==> src/rtl/beacon_pkg.sv <==
package beacon_pkg;

   localparam int SPD_W = 7;

   typedef enum logic [1:0] {
      MODE_QRSS  = 2'd0,
      MODE_DFCW  = 2'd1,
      MODE_FSKCW = 2'd2,
      MODE_CW    = 2'd3
   } bcn_mode_e;

   typedef enum logic [3:0] {
      OP_NONE,
      OP_MODE,
      OP_SPEED,
      OP_SHF_UP,
      OP_SHF_DN,
      OP_FRQ_UP,
      OP_FRQ_DN,
      OP_CAL_UP,
      OP_CAL_DN,
      OP_MSG,
      OP_RST
   } bcn_op_e;

   typedef struct packed {
      bcn_op_e            op;
      bcn_mode_e          mode;
      logic [SPD_W-1:0]   speed;
      logic               is_digit;
      logic [3:0]         digit;
      logic               printable;
      logic               is_cr;
   } bcn_decode_t;

   localparam logic [7:0] CH_CR = 8'h0D;

endpackage

==> src/rtl/bcn_decoder.sv <==
module bcn_decoder
   import beacon_pkg::*;
(
   input  logic [7:0]  byte_in,
   output bcn_decode_t dec
);

   always_comb begin
      dec           = '0;
      dec.op        = OP_NONE;
      dec.mode      = MODE_QRSS;
      dec.is_digit  = (byte_in >= 8'h30) && (byte_in <= 8'h39);
      dec.digit     = byte_in[3:0];
      dec.printable = (byte_in >= 8'h20) && (byte_in <= 8'h7E);
      dec.is_cr     = (byte_in == CH_CR);
      case (byte_in)
         8'h71: begin dec.op = OP_MODE;  dec.mode = MODE_QRSS;  end // q
         8'h64: begin dec.op = OP_MODE;  dec.mode = MODE_DFCW;  end // d
         8'h66: begin dec.op = OP_MODE;  dec.mode = MODE_FSKCW; end // f
         8'h63: begin dec.op = OP_MODE;  dec.mode = MODE_CW;    end // c
         8'h31: begin dec.op = OP_SPEED; dec.speed = SPD_W'(10); end
         8'h33: begin dec.op = OP_SPEED; dec.speed = SPD_W'(3);  end
         8'h36: begin dec.op = OP_SPEED; dec.speed = SPD_W'(6);  end
         8'h61: dec.op = OP_SHF_UP;  // a
         8'h7A: dec.op = OP_SHF_DN;  // z
         8'h73: dec.op = OP_FRQ_UP;  // s
         8'h78: dec.op = OP_FRQ_DN;  // x
         8'h68: dec.op = OP_CAL_UP;  // h
         8'h6E: dec.op = OP_CAL_DN;  // n
         8'h6D: dec.op = OP_MSG;     // m
         8'h72: dec.op = OP_RST;     // r
         default: dec.op = OP_NONE;
      endcase
   end

endmodule

==> src/rtl/bcn_freq_entry.sv <==
module bcn_freq_entry #(
   parameter int WINDOW_CYCLES = 1000000,
   parameter int DIGITS        = 8,
   localparam int ACC_W        = 4 * DIGITS
) (
   input  logic             clk,
   input  logic             rst_n,
   input  logic             byte_valid,
   input  logic             is_digit,
   input  logic [3:0]       digit,
   output logic             window_open,
   output logic             busy,
   output logic             claim,
   output logic             done,
   output logic [ACC_W-1:0] value
);

   localparam int CNT_W = $clog2(WINDOW_CYCLES + 1);
   localparam int DIG_W = $clog2(DIGITS + 1);

   logic              open_q;
   logic              busy_q;
   logic [CNT_W-1:0]  win_cnt;
   logic [DIG_W-1:0]  dig_cnt;
   logic [ACC_W-1:0]  acc_q;
   logic [ACC_W-1:0]  acc_next;
   logic              start;
   logic              last;

   assign acc_next    = acc_q * ACC_W'(10) + ACC_W'(digit);
   assign start       = byte_valid && open_q && is_digit && !busy_q;
   assign last        = busy_q && is_digit && (dig_cnt == DIG_W'(DIGITS - 1));
   assign claim       = byte_valid && (busy_q || (open_q && is_digit));
   assign done        = byte_valid && last;
   assign value       = acc_next;
   assign window_open = open_q;
   assign busy        = busy_q;

   always_ff @(posedge clk) begin
      if (!rst_n) begin
         open_q  <= 1'b1;
         busy_q  <= 1'b0;
         win_cnt <= '0;
         dig_cnt <= '0;
         acc_q   <= '0;
      end else begin
         if (open_q) begin
            if (win_cnt == CNT_W'(WINDOW_CYCLES - 1)) open_q <= 1'b0;
            else                                       win_cnt <= win_cnt + 1'b1;
         end
         if (start) begin
            open_q  <= 1'b0;
            busy_q  <= 1'b1;
            acc_q   <= ACC_W'(digit);
            dig_cnt <= DIG_W'(1);
         end else if (busy_q && byte_valid) begin
            if (!is_digit || last) begin
               busy_q <= 1'b0;
            end else begin
               acc_q   <= acc_next;
               dig_cnt <= dig_cnt + 1'b1;
            end
         end
      end
   end

endmodule

==> src/rtl/bcn_msg_store.sv <==
module bcn_msg_store #(
   parameter int DEPTH  = 64,
   localparam int AW    = $clog2(DEPTH),
   localparam int LEN_W = $clog2(DEPTH + 1)
) (
   input  logic             clk,
   input  logic             rst_n,
   input  logic             start,
   input  logic             byte_valid,
   input  logic [7:0]       byte_in,
   input  logic             printable,
   input  logic             is_cr,
   input  logic [AW-1:0]    rd_addr,
   output logic [7:0]       rd_data,
   output logic [LEN_W-1:0] len,
   output logic             active,
   output logic             done
);

   logic [7:0]       mem [DEPTH];
   logic             active_q;
   logic [LEN_W-1:0] len_q;
   logic             room;
   logic             wr;

   assign room   = (len_q < LEN_W'(DEPTH));
   assign wr     = active_q && byte_valid && !is_cr && printable && room;
   assign done   = active_q && byte_valid && is_cr;
   assign active = active_q;
   assign len    = len_q;

   always_ff @(posedge clk) begin
      if (!rst_n) begin
         active_q <= 1'b0;
         len_q    <= '0;
      end else if (start) begin
         active_q <= 1'b1;
         len_q    <= '0;
      end else if (done) begin
         active_q <= 1'b0;
      end else if (wr) begin
         len_q <= len_q + 1'b1;
      end
   end

   for (genvar i = 0; i < DEPTH; i++) begin : g_cell
      always_ff @(posedge clk) begin
         if (wr && (len_q == LEN_W'(i))) mem[i] <= byte_in;
      end
   end

   always_comb begin
      rd_data = 8'h00;
      if ({1'b0, rd_addr} < (AW + 1)'(DEPTH)) rd_data = mem[rd_addr];
   end

endmodule

==> src/rtl/beacon_cmd_interp.sv <==
module beacon_cmd_interp
   import beacon_pkg::*;
#(
   parameter int FREQ_W        = 27,
   parameter int FREQ_MAX      = 99999999,
   parameter int FREQ_INIT     = 10140080,
   parameter int FREQ_STEP     = 10,
   parameter int OFS_W         = 8,
   parameter int OFS_INIT      = 10,
   parameter int CAL_W         = 16,
   parameter int CAL_INIT      = 0,
   parameter int SPEED_INIT    = 3,
   parameter int DIGITS        = 8,
   parameter int WINDOW_CYCLES = 1000000,
   parameter int MSG_DEPTH     = 64
) (
   input  logic                           clk,
   input  logic                           rst_n,
   input  logic                           rx_valid,
   input  logic [7:0]                     rx_byte,
   output logic                           tx_valid,
   output logic [7:0]                     tx_byte,
   output logic [1:0]                     mode,
   output logic [SPD_W-1:0]               speed,
   output logic [FREQ_W-1:0]              freq_hz,
   output logic [OFS_W-1:0]               shift_hz,
   output logic [CAL_W-1:0]               cal,
   output logic                           save_req,
   output logic                           reset_req,
   output logic                           entry_ready,
   output logic                           entry_busy,
   output logic                           msg_active,
   output logic [$clog2(MSG_DEPTH+1)-1:0] msg_len,
   input  logic [$clog2(MSG_DEPTH)-1:0]   msg_rd_addr,
   output logic [7:0]                     msg_rd_data
);

   localparam int ACC_W = 4 * DIGITS;
   localparam logic [FREQ_W-1:0] F_MAX  = FREQ_W'(FREQ_MAX);
   localparam logic [FREQ_W-1:0] F_STEP = FREQ_W'(FREQ_STEP);
   localparam logic [OFS_W-1:0]  S_MAX  = {OFS_W{1'b1}};
   localparam logic [CAL_W-1:0]  C_HI   = {1'b0, {(CAL_W-1){1'b1}}};
   localparam logic [CAL_W-1:0]  C_LO   = {1'b1, {(CAL_W-1){1'b0}}};
   localparam logic [CAL_W-1:0]  C_ONE  = CAL_W'(1);

   if (FREQ_MAX >= 2 ** FREQ_W)  begin : g_chk_fw  $error("FREQ_MAX does not fit FREQ_W"); end
   if (FREQ_INIT > FREQ_MAX)     begin : g_chk_fi  $error("FREQ_INIT above FREQ_MAX"); end
   if (ACC_W < FREQ_W)           begin : g_chk_acc $error("DIGITS too few for FREQ_W"); end
   if (FREQ_STEP > FREQ_MAX)     begin : g_chk_fs  $error("FREQ_STEP above FREQ_MAX"); end
   if (CAL_W < 2)                begin : g_chk_cw  $error("CAL_W below 2"); end
   if (MSG_DEPTH < 2)            begin : g_chk_md  $error("MSG_DEPTH below 2"); end
   if (WINDOW_CYCLES < 1)        begin : g_chk_wc  $error("WINDOW_CYCLES below 1"); end

   bcn_decode_t       dec;
   logic              ent_claim;
   logic              ent_done;
   logic [ACC_W-1:0]  ent_value;
   logic              msg_done;
   logic              msg_start;
   logic              cmd_valid;
   logic              msg_act_w;

   bcn_mode_e          mode_q;
   logic [SPD_W-1:0]   speed_q;
   logic [FREQ_W-1:0]  freq_q;
   logic [OFS_W-1:0]   shift_q;
   logic [CAL_W-1:0]   cal_q;
   logic               tx_v_q;
   logic [7:0]         tx_b_q;
   logic               save_q;
   logic               rst_q;

   bcn_decoder u_dec (
      .byte_in (rx_byte),
      .dec     (dec)
   );

   bcn_freq_entry #(
      .WINDOW_CYCLES (WINDOW_CYCLES),
      .DIGITS        (DIGITS)
   ) u_entry (
      .clk         (clk),
      .rst_n       (rst_n),
      .byte_valid  (rx_valid && !msg_act_w),
      .is_digit    (dec.is_digit),
      .digit       (dec.digit),
      .window_open (entry_ready),
      .busy        (entry_busy),
      .claim       (ent_claim),
      .done        (ent_done),
      .value       (ent_value)
   );

   assign cmd_valid = rx_valid && !msg_act_w && !ent_claim;
   assign msg_start = cmd_valid && (dec.op == OP_MSG);

   bcn_msg_store #(
      .DEPTH (MSG_DEPTH)
   ) u_msg (
      .clk        (clk),
      .rst_n      (rst_n),
      .start      (msg_start),
      .byte_valid (rx_valid),
      .byte_in    (rx_byte),
      .printable  (dec.printable),
      .is_cr      (dec.is_cr),
      .rd_addr    (msg_rd_addr),
      .rd_data    (msg_rd_data),
      .len        (msg_len),
      .active     (msg_act_w),
      .done       (msg_done)
   );

   always_ff @(posedge clk) begin
      if (!rst_n) begin
         mode_q  <= MODE_QRSS;
         speed_q <= SPD_W'(SPEED_INIT);
         freq_q  <= FREQ_W'(FREQ_INIT);
         shift_q <= OFS_W'(OFS_INIT);
         cal_q   <= CAL_W'(CAL_INIT);
         tx_v_q  <= 1'b0;
         tx_b_q  <= 8'h00;
         save_q  <= 1'b0;
         rst_q   <= 1'b0;
      end else begin
         tx_v_q <= rx_valid;
         if (rx_valid) tx_b_q <= rx_byte;
         save_q <= 1'b0;
         rst_q  <= 1'b0;
         if (ent_done) begin
            freq_q <= (ent_value > ACC_W'(FREQ_MAX)) ? F_MAX : ent_value[FREQ_W-1:0];
            save_q <= 1'b1;
         end else if (msg_done) begin
            save_q <= 1'b1;
         end else if (cmd_valid) begin
            case (dec.op)
               OP_MODE:   begin mode_q <= dec.mode; save_q <= 1'b1; end
               OP_SPEED:  begin speed_q <= dec.speed; save_q <= 1'b1; end
               OP_SHF_UP: begin
                  if (shift_q != S_MAX) shift_q <= shift_q + 1'b1;
                  save_q <= 1'b1;
               end
               OP_SHF_DN: begin
                  if (shift_q != '0) shift_q <= shift_q - 1'b1;
                  save_q <= 1'b1;
               end
               OP_FRQ_UP: begin
                  freq_q <= (freq_q > F_MAX - F_STEP) ? F_MAX : freq_q + F_STEP;
                  save_q <= 1'b1;
               end
               OP_FRQ_DN: begin
                  freq_q <= (freq_q < F_STEP) ? '0 : freq_q - F_STEP;
                  save_q <= 1'b1;
               end
               OP_CAL_UP: begin
                  if (cal_q != C_HI) cal_q <= cal_q + C_ONE;
                  save_q <= 1'b1;
               end
               OP_CAL_DN: begin
                  if (cal_q != C_LO) cal_q <= cal_q - C_ONE;
                  save_q <= 1'b1;
               end
               OP_RST:    rst_q <= 1'b1;
               default:   ;
            endcase
         end
      end
   end

   assign mode       = mode_q;
   assign speed      = speed_q;
   assign freq_hz    = freq_q;
   assign shift_hz   = shift_q;
   assign cal        = cal_q;
   assign tx_valid   = tx_v_q;
   assign tx_byte    = tx_b_q;
   assign save_req   = save_q;
   assign reset_req  = rst_q;
   assign msg_active = msg_act_w;

endmodule

==> config.mk <==
export PLATFORM = sky130hd
export DESIGN_NAME = beacon_cmd_interp
export DESIGN_NICKNAME = d
export VERILOG_FILES = /design/src/rtl/beacon_pkg.sv /design/src/rtl/bcn_decoder.sv /design/src/rtl/bcn_freq_entry.sv /design/src/rtl/bcn_msg_store.sv /design/src/rtl/beacon_cmd_interp.sv
export SDC_FILE = /design/constraint.sdc
export NUM_CORES = 1
export LEC_CHECK = 0
export ABC_AREA = 0
export BUFFER_PORTS_ARGS = -buffer_cell sky130_fd_sc_hd__buf_2
export CAP_MARGIN = 30
export CORE_MARGIN = 10
export CORE_UTILIZATION = 40
export CTS_BUF_LIST = sky130_fd_sc_hd__clkbuf_4 sky130_fd_sc_hd__clkbuf_8
export DETAILED_ROUTE_END_ITERATION = 12
export PLACE_DENSITY = 0.68
export SYNTH_ARGS = -nofsm -noshare
export SYNTH_HDL_FRONTEND = slang
export SYNTH_HIERARCHICAL = 1
export SYNTH_SLANG_ARGS = --single-unit
==> constraint.sdc <==
create_clock -name clk -period 4.7 [get_ports clk]
set_input_delay 0.47 -clock clk [delete_from_list [all_inputs] [get_ports clk]]
set_output_delay 0.47 -clock clk [all_outputs]
set_load 0.1 [all_outputs]
-- Yosys cells after proc, flatten, opt, wreduce, memory -nomap -nowiden
Memory sizes are Yosys's and may differ from the RTL's.
Index checks and enable logic that the tools add are counted.
- add/subtract/negate cells: 10
- multipliers: 1
- magnitude comparators: 8
- eq/ne operators: 100
- muxes and demuxes: 352
- bitwise logic cells: 6
- reduce and logical (&&, ||, !) cells: 178
- operators with widths (cell ; count):
    $mux W8 ; 65
    $reduce_or A8 Y1 ; 64
    $mux W6 ; 63
    $eq A7 B6 Y1 const B ; 32
    $mux W1 ; 207
    $mux W27 ; 6
    $eq A7 B5 Y1 const B ; 16
    $eq A8 B7 Y1 const B ; 12
    $logic_and A1 B1 Y1 ; 83
    $eq A7 B4 Y1 const B ; 8
    $pmux W27 S2 ; 1
    $pmux W4 S10 ; 1
    $add A32 B4 Y32 ; 1
    $gt A32 B27 Y1 const B ; 1
    $mul A32 B3 Y31 const B ; 1
    $mux W16 ; 2
    $pmux W16 S2 ; 1
    $eq A7 B3 Y1 const B ; 4
    $add A27 B4 Y27 const B ; 1
    $gt A27 B27 Y1 const B ; 1
    $lt A27 B4 Y1 const B ; 1
    $sub A27 B4 Y27 const B ; 1
    $eq A8 B6 Y1 const B ; 3
    $add A20 B1 Y20 const B ; 1
    41 further kinds ; 79
- register bits: 137
- RAM bits: 512
- bits of input ports: 17
- memories: 1
- memory list (name ; words ; bits a word ; read ports ; clocked after memory_dff ; write ports ; line ; text):
    u_msg.mem ; 64 ; 8 ; 1 ; 0 ; 1 ; bcn_msg_store.sv:20 ; logic [7:0] mem [DEPTH];

-- Depth between registers and ports, before layout
- depth in word-level cells: 72
- depth in mapped cells: 20

-- By module
Netlist, hierarchy kept.
- by module, submodules not included (module ; times used ; cells an instance ; area each (um2) ; sequential area each (um2)):
    bcn_msg_store ; 1 ; 968 ; 20377.0 ; 15534.9
    beacon_cmd_interp ; 1 ; 750 ; 5587.9 ; 1421.4
    bcn_freq_entry ; 1 ; 613 ; 4885.9 ; 1141.1
    bcn_decoder ; 1 ; 61 ; 389.1 ; 0.0

-- Worst setup path after synthesis
Ideal clock, no wire load.
- kind: input-to-output
- start: input msg_rd_addr[0]
- end: output msg_rd_data[0]
- arrival: 4453 ps
- data required time: 4230 ps
- slack: -223 ps
- cell stages on the path: 6
- buffers on the path: 3
- cell sequence: buf_6 buf_6 buf_4 mux4_2 o31ai_1 o41ai_1
- longest elaborated chain between the ends: 1
- RTL lines (item ; line ; text):
    from (decl) ; beacon_cmd_interp.sv:34 ; input logic [$clog2(MSG_DEPTH)-1:0] msg_rd_addr,
    $mem_v2 Z64 W8 ; - ;
    to (decl) ; beacon_cmd_interp.sv:35 ; output logic [7:0] msg_rd_data
No other way between the ends.

-- Final worst setup path
- start: register u_entry.acc_q[3]
- end: register freq_q[9] (netlist: freq_hz[9])
- longest elaborated chain between the ends: 5
- RTL lines (item ; line ; text):
    from (decl) ; bcn_freq_entry.sv:25 ; logic [ACC_W-1:0] acc_q;
    from (signal assigned) ; bcn_freq_entry.sv:54 ; acc_q <= ACC_W'(digit);
    from (signal assigned) ; bcn_freq_entry.sv:60 ; acc_q <= acc_next;
    $mul A32 B3 Y31 ; bcn_freq_entry.sv:30 ; assign acc_next = acc_q * ACC_W'(10) + ACC_W'(digit);
    $add A32 B4 Y32 ; bcn_freq_entry.sv:30 ;
    net ent_value[30] ; beacon_cmd_interp.sv:57 ; logic [ACC_W-1:0] ent_value;
    $gt A32 B27 Y1 ; beacon_cmd_interp.sv:131 ; freq_q <= (ent_value > ACC_W'(FREQ_MAX)) ? F_MAX : ent_value[FREQ_W-1:0];
    $mux W27 ; beacon_cmd_interp.sv:131 ;
    $mux W27 ; beacon_cmd_interp.sv:130 ; if (ent_done) begin
    to (signal assigned) ; beacon_cmd_interp.sv:131 ;
    to (signal assigned) ; beacon_cmd_interp.sv:148 ; freq_q <= (freq_q > F_MAX - F_STEP) ? F_MAX : freq_q + F_STEP;
    to (signal assigned) ; beacon_cmd_interp.sv:152 ; freq_q <= (freq_q < F_STEP) ? '0 : freq_q - F_STEP;
    to (decl) ; beacon_cmd_interp.sv:65 ; logic [FREQ_W-1:0] freq_q;
The timed path passes the listed nets, and every way through them passes these cells.
A chain may end at the register's enable or synchronous reset.

==> impl_results.md <==
* Status: finished with violations
* Failing checks: setup timing
* Area added between synthesis and finish at 15.1%
* Static Leakage at ~13 nW
* Number of global-route vias before repair at between 20000 and 25000
* Maximum fanout count along the critical path at 5
* Clk sink count at 648
* Leftover overflow at the end of global routing at 0
* Die X-Extent at approximately 300 microns
* Origin of the worst min-delay path: rx_byte[3]
* Initial antenna violation count at 5
* Number of cells produced by synthesis at 2392
* Combinational family with the most area after synthesis: simple AND/OR/NAND/NOR gates
* Number of endpoints with negative hold slack in the final report at 0
* Fraction of layout instances using a drive strength above 1 at 23.9%
* Async SR Flop Fraction at 0%
* Hold-critical path depth at 1
* Endpoint of the most critical register-to-register path: freq_hz[9]
* Die Ht at 299 microns
* Sw frac at between 20% and 30%
* NumNets Final at 2719
* Hold-fix buffers at CTS at 0
* Cell types with the highest counts after synthesis: 512 x sky130_fd_sc_hd__edfxtp_1, 224 x sky130_fd_sc_hd__nor2_1, 148 x sky130_fd_sc_hd__nand2_1, 136 x sky130_fd_sc_hd__dfxtp_1, 117 x sky130_fd_sc_hd__mux4_2
* Total Routing Usage GR at approximately 19%
* CP max stage delay at 0.57 ns
* Cell chosen for the clock root: sky130_fd_sc_hd__clkbuf_8
* Psw at 2.60 mW
* EDFF count, synth at 512
* Yosys warns at 6
* Dominant cells by area after synthesis: sky130_fd_sc_hd__edfxtp_1 49%, sky130_fd_sc_hd__dfxtp_1 8.7%, sky130_fd_sc_hd__mux4_2 8.4%
* Max-capacitance violation count at 0
* End point of the most critical hold path: u_msg/mem[6][3]
* Cell row count at 102
* Setup repair after global routing missed its margin: yes
* Global-route wire length before repair at between 100 and 150 mm
* Final weighted congestion of routability-driven global placement at 0.944
* Initial core utilization at 40.3%
* Sequential fraction of design power at 54.3%
* Dominant cell by count in the synthesized netlist: sky130_fd_sc_hd__edfxtp_1
* Type of the tightest min-delay check: input pin to flop
* Clk buf depth at 3
* Category of the worst setup path capture point: flop
* Setup slack of the critical path after layout at -0.135 ns
* Crit-path cells: buf_4, ha_1, ha_1, buf_4, o211ai_2, o21ai_4, a31oi_4, buf_4, xnor2_1, and3_2, nand4b_1, nand2b_1, or4b_4, xor2_2, nor4_2, buf_4, nand4b_1, a21oi_2, nand2_1, and3_4, a221oi_2
* Post-synthesis average cell area at 13.1 sq um
* Cell depth of the worst flop-to-flop path at 21
* #FFs+latches synth at ~650
* Standard cell with the maximum stage delay on the critical path: sky130_fd_sc_hd__or4b_4
* Post-synthesis instance area at 31200 sq um
* Count of antenna-violating nets left after detailed routing at 0
* Routed length per instance at around 23 microns
* Port-buffer cells at 105
* Clock network fraction of design power at about two fifths
* Post-synth top area cell: sky130_fd_sc_hd__edfxtp_1
* XOR/XNOR Fraction of Synth Area at 2.75%
* Top cell by count, worst path: sky130_fd_sc_hd__buf_4
* Final std cells w/o fill at 3745
* Number of top-level pins at 106
* Clock input transition at the sequential cells of the worst setup and hold paths at 0.06 ns
* TritonCTS buffer count at 97
* Worst Setup Path Type: flop to flop
* Period utilisation layout at 103%
* Crit path required time at between 5 and 6 ns
* Pwr Density at 317 nW/um^2
* Time the final worst path needs with I/O delays and setup at around 4.8 ns
* Simple-gate share of the synthesized area at 12.6%
* Worst slew pin tran at a little under 1 ns
* Largest net degree at the start of global routing at 78
* Combinational share of power at 5.7%
* WL final at 85.8 mm
* DRC violation total after the first TritonRoute iteration at 2061
* Slack of the worst reg-to-reg path at -0.14 ns
* Core footprint at a little under 80000 sq um
* Fmax at 0.207 GHz
* Area share of the largest cell type after synthesis at 49.2%
* Internal power component at 8.80 mW
* Unique masters post-synth at 101
* Total number of H-tree levels at 3
* Residual DRC count at 0
* TritonCTS clock tree: done
* Most common flop cell mapped by yosys: sky130_fd_sc_hd__edfxtp_1
* Post-DR vias/cell at 5.84
* Reg2reg start: u_entry/acc_q[3]
* Floorplan die area at 89700 sq um
* Data arrival time of the critical path at 5.42 ns
* Post-synthesis mux area share at 11.5%
* Peak supply drop at 0.000231 V
* Adder-cell share of the synthesized area at 3.16%
* Detailed-router iteration count before antenna repair at 6
* Critical Path Start Type: flop
* Slew margin rel. at about 34%
* Clock latency at the later pin of the worst-skew pair at 0.70 ns
* Final setup fails at 15
* Sequential-to-total area share from yosys stat at 57.9%
* DPL Wire Length at 58.9 mm
* Post-synthesis compound-gate area fraction at 9.07%
* Post-Route Skew at 0.0440 ns
* Max-slew violation count at 0
* Overall via count from detail_route at 21900
* Inst Count DP at between 3000 and 4000
* Final-layout worst hold slack at approximately 0.2 ns
## layout make-up
class / count / area, sq um
Clock inverter: 37 / 213
Clock buffer: 141 / 1720
Inverter: 35 / 131
Multi-Input combinational cell: 1555 / 12500
Fill cell: 6747 / 41500
Antenna cell: 1 / 2.50
Sequential cell: 648 / 18100
Tap cell: 1040 / 1300
Timing Repair Buffer: 288 / 2020
## cells in the final DEF, fill, tap and decap left out, types with 47 or more instances in the layout
cell type,count
sky130_fd_sc_hd__ha_1,70
sky130_fd_sc_hd__o21ai_0,83
sky130_fd_sc_hd__xnor2_1,57
sky130_fd_sc_hd__nor2_1,223
sky130_fd_sc_hd__nand3_1,68
sky130_fd_sc_hd__a21oi_1,101
sky130_fd_sc_hd__edfxtp_1,512
sky130_fd_sc_hd__nand2_1,148
sky130_fd_sc_hd__clkbuf_8,106
sky130_fd_sc_hd__buf_4,172
sky130_fd_sc_hd__mux2i_1,47
sky130_fd_sc_hd__nor3_1,68
sky130_fd_sc_hd__buf_2,104
sky130_fd_sc_hd__mux4_2,117
sky130_fd_sc_hd__dfxtp_1,133
## how the worst max path moves through the flow
stage / from / end / slack [ns] / cells past startpoint
after floorplan: u_entry/acc_q[1] / freq_hz[9] / 0.005 / 20
after global placement: u_entry/acc_q[1] / freq_hz[26] / -0.33 / 20
after detailed placement: u_entry/acc_q[1] / freq_hz[9] / -0.34 / 19
after CTS: u_entry/acc_q[1] / freq_hz[12] / -0.12 / 20
after global routing: u_entry/acc_q[4] / freq_hz[9] / -0.38 / 21
final: u_entry/acc_q[3] / freq_hz[9] / -0.14 / 21
## logic make-up (layout without fill, tap and decap cells)
group           after synthesis  count (layout)
flops                       648             648
compound gates              420             420
fa+ha+maj                    77              77
other cells                   1               4
mux                         186             186
buf+inv                     191             501
xor+xnor                     98              98
simple gates                771             771
## worst max-delay path, delay by kind of cell, from the launching register on
family	cells	cell delay [ns]
simple gates	8	1.89
compound gates	5	1.05
fa+ha+maj	2	0.61
buf+inv	4	0.57
flops	1	0.33
xor+xnor	2	0.29
## flip-flops by register name, indices dropped and copies added (netlist names), 8 cells and up
name / count
u_entry/win_cnt: 20
u_entry/acc_q: 31
u_msg/mem: 512
cal: 16
freq_hz: 27
shift_hz: 8
tx_byte: 8
## power groups by stage
stage | Combinational, mW | Clock [mW] | Sequential [mW]
after floorplan | 0.380 | 0 | 6.36
after global placement | 0.635 | 0 | 6.31
after detailed placement | 0.647 | 0 | 6.31
after CTS | 0.649 | 4.64 | 6.19
after global routing | 0.689 | 4.91 | 6.19
final | 0.650 | 4.56 | 6.19
## layer usage
layer | routed length [microns] | track usage, % | vias up
li1 | - | - | 9774
met1 | 35900 | 24.9 | 11000
met2 | 40400 | 29.8 | 926
met3 | 7430 | 4.68 | 166
met4 | 2060 | 5.05 | 6
met5 | 37 | 0 | -
## stage by stage
step	TNS [ns]	total power, mW	cell area [sq um]	setup slack, ns	util, %
2_1_floorplan	0	6.74	31300	0.00490	-
3_3_place_gp	-5.52	6.95	33700	-0.332	43.5
3_5_place_dp	-5.93	6.96	33700	-0.343	43.5
4_1_cts	-0.855	11.5	35800	-0.120	46.2
5_1_grt	-6.23	11.8	36000	-0.381	46.4
6_report	-0.784	11.4	36000	-0.135	46.4
## what timing repair did
| action | CTS | global route |
|---|---|---|
| buffers inserted | 6 | 4 |
| gates resized for setup | 33 | 21 |
| gates cloned | 1 | 0 |
| pin swaps | 11 | 6 |
| setup endpoints to repair | 26 | 27 |
Note: power is estimated with default switching activity, not from simulation.
